$ cat config.mk
export PLATFORM = sky130hd
export DESIGN_NAME = otp_prog_port
export DESIGN_NICKNAME = d
export VERILOG_FILES = /design/src/rtl/otp_pkg.sv /design/src/rtl/otp_mode_decode.sv /design/src/rtl/otp_pin_sense.sv /design/src/rtl/otp_addr_seq.sv /design/src/rtl/otp_byte_lane.sv /design/src/rtl/otp_prog_port.sv
export SDC_FILE = /design/constraint.sdc
export NUM_CORES = 1
export LEC_CHECK = 0
export BUFFER_PORTS_ARGS = -buffer_cell sky130_fd_sc_hd__buf_2
export CORE_ASPECT_RATIO = 1.1
export CORE_MARGIN = 4
export CORE_UTILIZATION = 45
export DETAILED_ROUTE_END_ITERATION = 10
export PLACE_DENSITY = 0.75
export SYNTH_ARGS = -nofsm -noshare
export SYNTH_HDL_FRONTEND = slang
export SYNTH_SLANG_ARGS = --single-unit
$ cat constraint.sdc
create_clock -name clk -period 1.8 [get_ports clk]
set_input_delay 0.18 -clock clk [delete_from_list [all_inputs] [get_ports clk]]
set_output_delay 0.18 -clock clk [all_outputs]
set_load 0.02 [all_outputs]
$ cat src/rtl/otp_pkg.sv
package otp_pkg;

    typedef enum logic [2:0] {
        MODE_NONE,
        MODE_CLEAR,
        MODE_WRITE,
        MODE_READ,
        MODE_INHIBIT
    } prog_mode_e;

endpackage

$ cat src/rtl/otp_mode_decode.sv
module otp_mode_decode
    import otp_pkg::*;
(
    input  logic [3:0]  md,
    output prog_mode_e  mode
);

    always_comb begin
        casez (md)
            4'b0101: mode = MODE_CLEAR;
            4'b1110: mode = MODE_WRITE;
            4'b1100: mode = MODE_READ;
            4'b11?1: mode = MODE_INHIBIT;
            default: mode = MODE_NONE;
        endcase
    end

endmodule

$ cat src/rtl/otp_pin_sense.sv
module otp_pin_sense (
    input  logic clk,
    input  logic rst_n,
    input  logic upd_clk,
    input  logic md0,
    output logic upd_fall,
    output logic md0_fall
);

    typedef struct packed {
        logic upd;
        logic md0;
    } pins_t;

    pins_t p_d, p_q;

    always_comb begin
        p_d.upd = upd_clk;
        p_d.md0 = md0;
    end

    always_ff @(posedge clk or negedge rst_n) begin
        if (!rst_n) p_q <= '0;
        else        p_q <= p_d;
    end

    assign upd_fall = p_q.upd & ~upd_clk;
    assign md0_fall = p_q.md0 & ~md0;

endmodule

$ cat src/rtl/otp_addr_seq.sv
module otp_addr_seq
    import otp_pkg::*;
#(
    parameter  int BYTES = 24320,
    localparam int AW    = $clog2(BYTES),
    localparam int LAST  = BYTES - 1
) (
    input  logic          clk,
    input  logic          rst_n,
    input  prog_mode_e    mode,
    input  logic          upd_fall,
    output logic [AW-1:0] byte_addr
);

    typedef struct packed {
        logic [AW-1:0] addr;
        logic [1:0]    phase;
    } seq_t;

    seq_t s_d, s_q;

    always_comb begin
        s_d = s_q;
        if (mode == MODE_CLEAR) begin
            s_d.addr  = '0;
            s_d.phase = '0;
        end else if (upd_fall) begin
            s_d.phase = s_q.phase + 2'd1;
            if (s_q.phase == 2'd2 && s_q.addr != AW'(LAST))
                s_d.addr = s_q.addr + 1'b1;
        end
    end

    always_ff @(posedge clk or negedge rst_n) begin
        if (!rst_n) s_q <= '0;
        else        s_q <= s_d;
    end

    assign byte_addr = s_q.addr;

    // rewind mode returns pointer and group counter to zero
    assert_clear_zero_R1: assert property (@(posedge clk) disable iff (!rst_n)
        (mode == MODE_CLEAR) |=> (s_q.addr == '0 && s_q.phase == 2'd0));

    // without an update edge the pointer holds
    assert_hold_no_edge_R2: assert property (@(posedge clk) disable iff (!rst_n)
        (!upd_fall && mode != MODE_CLEAR) |=> $stable(s_q.addr));

    // any move outside rewind is a single step
    assert_single_step_R2: assert property (@(posedge clk) disable iff (!rst_n)
        (mode != MODE_CLEAR) |=> (s_q.addr == $past(s_q.addr) ||
                                  s_q.addr == $past(s_q.addr) + 1'b1));

    // pointer stays inside the byte space
    assert_ceiling_R3: assert property (@(posedge clk) disable iff (!rst_n)
        s_q.addr <= AW'(LAST));

endmodule

$ cat src/rtl/otp_byte_lane.sv
module otp_byte_lane
    import otp_pkg::*;
#(
    parameter  int BYTES = 24320,
    localparam int AW    = $clog2(BYTES),
    localparam int WAW   = AW - 1
) (
    input  logic           clk,
    input  logic           rst_n,
    input  prog_mode_e     mode,
    input  logic           md0_fall,
    input  logic           prog_en,
    input  logic [7:0]     d_in,
    input  logic [AW-1:0]  byte_addr,
    input  logic [15:0]    rdata,
    output logic [7:0]     d_out,
    output logic           d_oe,
    output logic           we,
    output logic [1:0]     be,
    output logic [WAW-1:0] waddr,
    output logic [15:0]    wdata
);

    typedef struct packed {
        logic           oe;
        logic [7:0]     dout;
        logic           we;
        logic [1:0]     be;
        logic [WAW-1:0] waddr;
        logic [15:0]    wdata;
    } lane_t;

    lane_t l_d, l_q;
    logic  commit;
    logic  odd;

    assign odd    = byte_addr[0];
    assign commit = md0_fall && (mode == MODE_WRITE) && prog_en;

    always_comb begin
        l_d       = l_q;
        l_d.oe    = (mode == MODE_READ);
        l_d.dout  = '0;
        if (mode == MODE_READ)
            l_d.dout = odd ? rdata[7:0] : rdata[15:8];
        l_d.we    = commit;
        l_d.be    = '0;
        l_d.wdata = '0;
        if (commit) begin
            l_d.waddr = byte_addr[AW-1:1];
            l_d.be    = odd ? 2'b01 : 2'b10;
            l_d.wdata = odd ? {8'h00, d_in} : {d_in, 8'h00};
        end
    end

    always_ff @(posedge clk or negedge rst_n) begin
        if (!rst_n) l_q <= '0;
        else        l_q <= l_d;
    end

    assign d_out = l_q.dout;
    assign d_oe  = l_q.oe;
    assign we    = l_q.we;
    assign be    = l_q.be;
    assign waddr = l_q.waddr;
    assign wdata = l_q.wdata;

    // pads are released one clock after any non-read code
    assert_release_pads_R5: assert property (@(posedge clk) disable iff (!rst_n)
        (mode != MODE_READ) |=> !l_q.oe);

    // even pointer reads the upper half of the word
    assert_even_lane_R4: assert property (@(posedge clk) disable iff (!rst_n)
        (mode == MODE_READ && !odd) |=> (l_q.oe && l_q.dout == $past(rdata[15:8])));

    // no strobe without program enable
    assert_need_enable_R7: assert property (@(posedge clk) disable iff (!rst_n)
        !prog_en |=> !l_q.we);

    // a strobe never lasts two clocks
    assert_single_strobe_R8: assert property (@(posedge clk) disable iff (!rst_n)
        l_q.we |=> !l_q.we);

    // a strobe enables exactly one half
    assert_one_half_R6: assert property (@(posedge clk) disable iff (!rst_n)
        l_q.we |-> $countones(l_q.be) == 1);

endmodule

$ cat src/rtl/otp_prog_port.sv
module otp_prog_port
    import otp_pkg::*;
#(
    parameter  int WORDS = 12160,
    localparam int BYTES = 2 * WORDS,
    localparam int AW    = $clog2(BYTES),
    localparam int WAW   = AW - 1
) (
    input  logic           clk,
    input  logic           rst_n,
    input  logic           prog_en,
    input  logic [3:0]     md,
    input  logic           upd_clk,
    input  logic [7:0]     d_in,
    output logic [7:0]     d_out,
    output logic           d_oe,
    output logic [WAW-1:0] mem_raddr,
    input  logic [15:0]    mem_rdata,
    output logic           mem_we,
    output logic [1:0]     mem_be,
    output logic [WAW-1:0] mem_waddr,
    output logic [15:0]    mem_wdata
);

    prog_mode_e    mode;
    logic          upd_fall;
    logic          md0_fall;
    logic [AW-1:0] byte_addr;

    otp_mode_decode u_decode (
        .md   (md),
        .mode (mode)
    );

    otp_pin_sense u_sense (
        .clk      (clk),
        .rst_n    (rst_n),
        .upd_clk  (upd_clk),
        .md0      (md[0]),
        .upd_fall (upd_fall),
        .md0_fall (md0_fall)
    );

    otp_addr_seq #(.BYTES(BYTES)) u_seq (
        .clk       (clk),
        .rst_n     (rst_n),
        .mode      (mode),
        .upd_fall  (upd_fall),
        .byte_addr (byte_addr)
    );

    otp_byte_lane #(.BYTES(BYTES)) u_lane (
        .clk       (clk),
        .rst_n     (rst_n),
        .mode      (mode),
        .md0_fall  (md0_fall),
        .prog_en   (prog_en),
        .d_in      (d_in),
        .byte_addr (byte_addr),
        .rdata     (mem_rdata),
        .d_out     (d_out),
        .d_oe      (d_oe),
        .we        (mem_we),
        .be        (mem_be),
        .waddr     (mem_waddr),
        .wdata     (mem_wdata)
    );

    assign mem_raddr = byte_addr[AW-1:1];

endmodule

==> impl_metrics.yaml, run 1 <==
run_status:
  status: "completed"
yosys:
  synth_fp_nets: 251
  syn-cell-area_sq_mm: 0.00262
  yosysWarningCount: 0
  yosysUniqueCellTypes: 43
  synth-seq-cells: 61
  yosys_most_used_dff: "dfrtp_1"
  async_flop_share_pct: 100
  synth_edf_count: 0
  syn_area_per_cell_sq_um: 12.1
  yosysSeqAreaShare_pct: 58.2
  synthCells: 217
timing:
  worst_clock_skew_ps: 8.77
  fmax_mhz: 572
  setup_tns_ps: 0
  hold_violations: 0
  rsz0062_at_grt: "true"
  fin_crit_sh_pct: 97.1
  worstMarginPinSlew_ps: 500
  relSlewSlack_pct: 66.6
  period_needed_ps: 1750
  setup_violations: 0
  slew_viol_final: 0
cells_and_area:
  final_common_cell: "buf_2"
  final_cell_area_sq_mm: 0.00333
  instances_no_fill: 387
  mostFrequentLayoutCells: "buf_2 (87), dfrtp_1 (61), nor2_1 (15)"
  final_layout_size_suffix_gt1_share_pct: 43.9
  diodes: 0
  area_growth_pct: 27.1
  final_util_pct: 60.6
  final_nets: 341
  fillCellCount: 475
setup_path:
  r2r-end: "u_seq.byte_addr[3]$_DFFE_PN0P_"
  max_stage_delay_ps: 390
  cp_data_required_time_ps: 2060
  path_cells: "inv_1, ha_2, nand4_1, or2_4, buf_4, or3_1, a21oi_1"
  crit_fanout: 5
  cp_slowest_cell: "dfrtp_1"
  worstSetupPathType: "flop to flop"
  ff2ff_setup_slack_ps: 50
  crit_arrival_ps: 2010
  r2r-start: "u_seq.s_q[0]$_DFFE_PN0P_"
  start_kind: "flop"
  critPathCaptureType: "flop"
  ff2ff_path_depth: 7
power_and_ir_drop:
  power_frac_seq_pct: 50.6
  switching_share_pct: 27.7
  power_density_mw_per_mm2: 866
  power_leakage_nw: 1.83
  total_power_mw: 2.89
  p_switching_mw: 0.800
  share_comb_of_total_power_pct: 12.6
  p_int_mw: 2.09
  p_clk_share_pct: 36.7
  ir_drop_mv: 0.492
hold_path:
  whs_path_depth: 1
  hold_end: "u_sense.p_q[0]$_DFF_PN0_"
  min_path_type: "input pin to flop"
  min-delay-start: "md[0]"
placed_design:
  place_congestion: 0.809
  dp_hpwl_um: 3850
  placed_area_sq_mm: 0.00311
  portBuffers: 87
  dp.cells: 368
global_routing:
  grt_antenna_before_repair: 0
  grt_use_total_pct: 16.2
  grt_max_degree: 62
  first_global_vias: 1911
  grt_pass1_wl_um: 8700
  overflow: 0
clock_network:
  clock_path_buffers: 2
  cts-buffers-inserted: 9
  h-tree-depth: 3
  root_buffer: "clkbuf_8"
  cts_sinks: 61
  clkTransAtPathRegs_ps: 70
  clk_latency_ps: 330
  cts_tree: "yes"
routing:
  final_antenna_net_count: 0
  vias: 1923
  wl_um: 5340
  drt_iter0_drc: 74
  wl_per_cell_um: 13.8
  vias_per_cell: 4.97
  first_pass_iters: 4
  drc: 0
floorplan:
  row_count: 28
  die_h_um: 88.1
  die_area_sq_mm: 0.00711
  io_pins: 88
  coreArea_sq_mm: 0.00550
  die_width_um: 80.8
  initial_core_util_pct: 47.7
flow_run:
  max_cap_violations: 0
worst max-delay path: cells and delay by family (launching register included):
family / cells / cell delay [ps]
compound gates: 1 / 140
fa+ha+maj: 1 / 180
buf+inv: 2 / 200
flops: 1 / 390
simple gates: 3 / 770
worst max-delay path by stage:
stage / start / to
floorplan: u_seq.s_q[0]$_DFFE_PN0P_ / u_seq.byte_addr[5]$_DFFE_PN0P_
detailed placement: u_seq.s_q[0]$_DFFE_PN0P_ / u_seq.byte_addr[4]$_DFFE_PN0P_
global route: u_seq.s_q[0]$_DFFE_PN0P_ / u_seq.byte_addr[3]$_DFFE_PN0P_
global placement: u_seq.s_q[0]$_DFFE_PN0P_ / u_seq.byte_addr[5]$_DFFE_PN0P_
finish: u_seq.s_q[0]$_DFFE_PN0P_ / u_seq.byte_addr[3]$_DFFE_PN0P_
CTS: u_seq.s_q[0]$_DFFE_PN0P_ / u_seq.byte_addr[4]$_DFFE_PN0P_
registers in the layout, summed over array words and instances (netlist names):
signal / count
u_lane.wdata: 16
u_lane.waddr: 14
u_sense.p_q: 2
u_lane.be: 2
u_lane.d_oe: 1
u_lane.d_out: 8
u_seq.byte_addr: 15
u_lane.we: 1
u_seq.s_q: 2
cell type report:
class	instances	area (sq um)	area share, %
clock buffers	9	124	3.72
clock inverters	7	51.3	1.54
inverters	6	22.5	0.676
multi-input cells	129	963	28.9
flip-flops and latches	61	1530	45.8
well taps	75	93.8	2.82
repair buffers	100	551	16.5
logic make-up (layout without fill, tap and decap cells):
| logic type | Yosys count | in the layout | share of synthesized area, % |
|---|---|---|---|
| compound gates | 24 | 24 | 5.77 |
| xor+xnor | 2 | 2 | 0.668 |
| flops | 61 | 61 | 58.2 |
| fa+ha+maj | 2 | 2 | 0.954 |
| simple gates | 78 | 78 | 19.0 |
| buf+inv | 27 | 122 | 5.96 |
| mux | 23 | 23 | 9.45 |
metrics by stage:
stage,setup WS (ps),hold slack (ps)
floorplan,157,-116
global placement,101,208
CTS,35.4,20.5
finish,51.3,34.3
global route,-13.1,24.0
detailed placement,50.4,212
synth_stat cells (2+ instances only):
cell	n	share of area (%)
and2_1	11	2.6
and3_1	8	1.9
nand3_1	5	0.95
inv_1	6	0.86
dfrtp_1	61	58
nand3b_1	2	0.57
or3_1	3	0.72
xnor2_1	2	0.67
nor2b_1	3	0.72
a21oi_1	10	1.9
o21ai_1	2	0.38
buf_2	2	0.38
o31ai_1	6	1.7
mux2_2	10	4.3
nor2_1	15	2.1
nand2_1	9	1.3
nor4_2	2	0.95
clkbuf_1	4	0.57
ha_1	2	0.95
or4_1	5	1.4
buf_4	14	4.0
mux2_1	4	1.7
nand4_1	3	0.72
mux2i_1	9	3.4
repair_timing:
action                     in CTS  in global routing
setup endpoints to repair       0                  4
gates resized for setup         0                  6
hold buffers                    2                  0
hold endpoints to repair       62                  0
setup buffers                   0                  1
per-layer routing:
metal	wire length, um	global-route usage (%)	vias up
li1	-	-	936
met1	2240	19.8	930
met2	2760	27.0	51
met3	248	3.09	6
met4	93	9.06	0
met5	0	0	-
power groups by stage:
| stage | sequential, mW | clock (mW) | combinational [mW] |
|---|---|---|---|
| 3_3_place_gp | 1.49 | 0 | 0.362 |
| 2_1_floorplan | 1.50 | 0 | 0.223 |
| 3_5_place_dp | 1.49 | 0 | 0.368 |
| 5_1_grt | 1.47 | 1.15 | 0.421 |
| 4_1_cts | 1.46 | 1.09 | 0.373 |
| 6_report | 1.46 | 1.06 | 0.365 |
(Power assumes the default switching activity.)
==> run 2, diff against run 1 <==
CELL_PAD_IN_SITES_DETAIL_PLACEMENT = 0   (was default)
CELL_PAD_IN_SITES_GLOBAL_PLACEMENT = 1   (was default)
CORE_UTILIZATION = 35   (was 45)
PLACE_DENSITY = 0.76   (was 0.75)
clock period = 1.6 ns   (was 1.8 ns; I/O delays follow)
==> run 2 against run 1 <==
The run now ends with negative setup slack left. Register-to-register slack got worse by 110 ps. Largest power group unchanged. Critical path type unchanged. Global-route usage fell by 1.8 points. Maximum frequency rose by 5.3%.
==> impl_metrics.yaml, run 2 (synthesis gave the netlist of run 1 again) <==
run_status:
  status: "finished with violations"
  violations: "negative setup slack"
global_routing:
  grt_use_total_pct: 14.4
  grt_pass1_wl_um: 10200
  first_global_vias: 2082
  grt_max_degree: 46
  grt_antenna_before_repair: 0
  overflow: 0
floorplan:
  die_h_um: 98.8
  die_area_sq_mm: 0.00894
  row_count: 32
  initial_core_util_pct: 36.6
  coreArea_sq_mm: 0.00717
  io_pins: 88
  die_width_um: 90.5
timing:
  whs_ps: 28.3
  rsz0062_at_grt: "true"
  fin_crit_sh_pct: 104
  worst_clock_skew_ps: 14.3
  setup_tns_ps: -212
  fmax_mhz: 602
  slew_viol_final: 0
  period_needed_ps: 1660
  relSlewSlack_pct: 72.6
  worstMarginPinSlew_ps: 411
  fin_ws_ps: -60.9
  setup_violations: 6
  hold_violations: 0
setup_path:
  critPathCapture: "u_seq.byte_addr[5]$_DFFE_PN0P_"
  r2r-start: "u_seq.s_q[0]$_DFFE_PN0P_"
  ff2ff_setup_slack_ps: -60
  worstSetupPathType: "flop to flop"
  cp-startpoint: "u_seq.s_q[0]$_DFFE_PN0P_"
  crit_fanout: 4
  crit_arrival_ps: 1930
  critPathCaptureType: "flop"
  cp_data_required_time_ps: 1860
  ff2ff_path_depth: 6
  r2r-end: "u_seq.byte_addr[5]$_DFFE_PN0P_"
  start_kind: "flop"
power_and_ir_drop:
  total_power_mw: 3.55
  p_clk_share_pct: 40.2
  power_leakage_nw: 1.95
  share_comb_of_total_power_pct: 13.6
  ir_drop_mv: 0.401
  switching_share_pct: 25.9
  p_switching_mw: 0.919
  power_density_mw_per_mm2: 990
  p_int_mw: 2.63
  power_frac_seq_pct: 46.3
routing:
  first_pass_iters: 6
  wl_per_cell_um: 14.9
  vias: 2032
  wl_um: 6130
  drc: 0
  final_antenna_net_count: 0
  vias_per_cell: 4.93
  drt_iter0_drc: 36
cells_and_area:
  diodes: 0
  largest_register_ffs: 16
  area_growth_pct: 36.5
  multi_input_area_sq_mm: 0.00104
  final_nets: 356
  final_util_pct: 50.0
  instances_no_fill: 412
  final_common_cell: "buf_2"
  final_layout_size_suffix_gt1_share_pct: 49.5
  mostFrequentLayoutCells: "buf_2 (87), dfrtp_1 (61), buf_4 (22)"
  seq_area_sq_mm: 0.00153
  fillCellCount: 659
placed_design:
  place_congestion: 0.745
  dp.cells: 390
  portBuffers: 87
  dp_hpwl_um: 4280
clock_network:
  clk_latency_ps: 350
  h-tree-depth: 3
  cts-buffers-inserted: 9
  clkTransAtPathRegs_ps: 70
  cts_tree: "yes"
  root_buffer: "clkbuf_8"
  cts_sinks: 61
  clock_path_buffers: 2
hold_path:
  min_path_type: "input pin to flop"
  whs_path_depth: 2
flow_run:
  max_cap_violations: 0
-- run 2: changes by cell type in the layout (fill, tap and decap cells not counted), moves of 2 or more --
| cell | change |
|---|---|
| buf_6 | +2 |
| clkbuf_8 | +2 |
| o21ai_2 | +2 |
| buf_4 | +12 |
-- run 2: final cells by class --
class / instances / share of cell area [%]
sequential: 61 / 42.6
tap: 85 / 2.97
multi-input combinational: 129 / 29.1
clock inverter: 5 / 1.64
inverter: 6 / 0.629
clock buffer: 11 / 4.23
timing repair buffer: 115 / 18.8
-- run 2: worst min-delay path by stage --
stage / endpoint / slack, ps / start
after floorplan: u_lane.be[0]$_DFF_PN0_ / -140 / rst_n
after global placement: u_seq.byte_addr[11]$_DFFE_PN0P_ / 110 / rst_n
after detailed placement: u_seq.byte_addr[11]$_DFFE_PN0P_ / 120 / rst_n
after CTS: u_lane.wdata[15]$_DFF_PN0_ / 20 / d_in[7]
after global routing: u_lane.wdata[14]$_DFF_PN0_ / 20 / d_in[6]
final: u_lane.wdata[15]$_DFF_PN0_ / 30 / d_in[7]
-- run 2: metrics by stage --
stage / cell area [sq um] / setup slack, ps
global route: 3580 / -153
finish: 3580 / -60.9
CTS: 3470 / -69.0
global placement: 3220 / -29.5
floorplan: 2630 / -31.4
detailed placement: 3220 / -78.8
-- run 2: worst max-delay path, stage by stage, from the launching register on --
cell and delay [ps]:
dfrtp_1 380, inv_1 60, ha_2 180, nand4_1 100, or2_4 270, or4_1 460, a21oi_1 140
-- run 2: metal layers --
layer | share of wire (%) | routed length [um] | GRT usage (%)
met3 | 6.0 | 369 | 4.50
met5 | 0 | 0 | 0
met2 | 51 | 3140 | 24.4
met1 | 41 | 2520 | 16.5
met4 | 1.6 | 98 | 7.07
-- run 2: power by group through the flow --
| stage | Sequential [mW] | Combinational (mW) | Clock [mW] |
|---|---|---|---|
| final | 1.64 | 0.481 | 1.42 |
| after global routing | 1.65 | 0.549 | 1.54 |
| after CTS | 1.64 | 0.476 | 1.46 |
| after detailed placement | 1.67 | 0.469 | 0 |
| after global placement | 1.66 | 0.460 | 0 |
| after floorplan | 1.69 | 0.254 | 0 |
-- run 2: what timing repair did --
action / in CTS / in global routing
pin swaps: 5 / 2
hold endpoints to repair: 18 / 0
setup endpoints to repair: 6 / 12
resized for setup: 3 / 18
buffers inserted: 0 / 3
hold buffers: 3 / 0
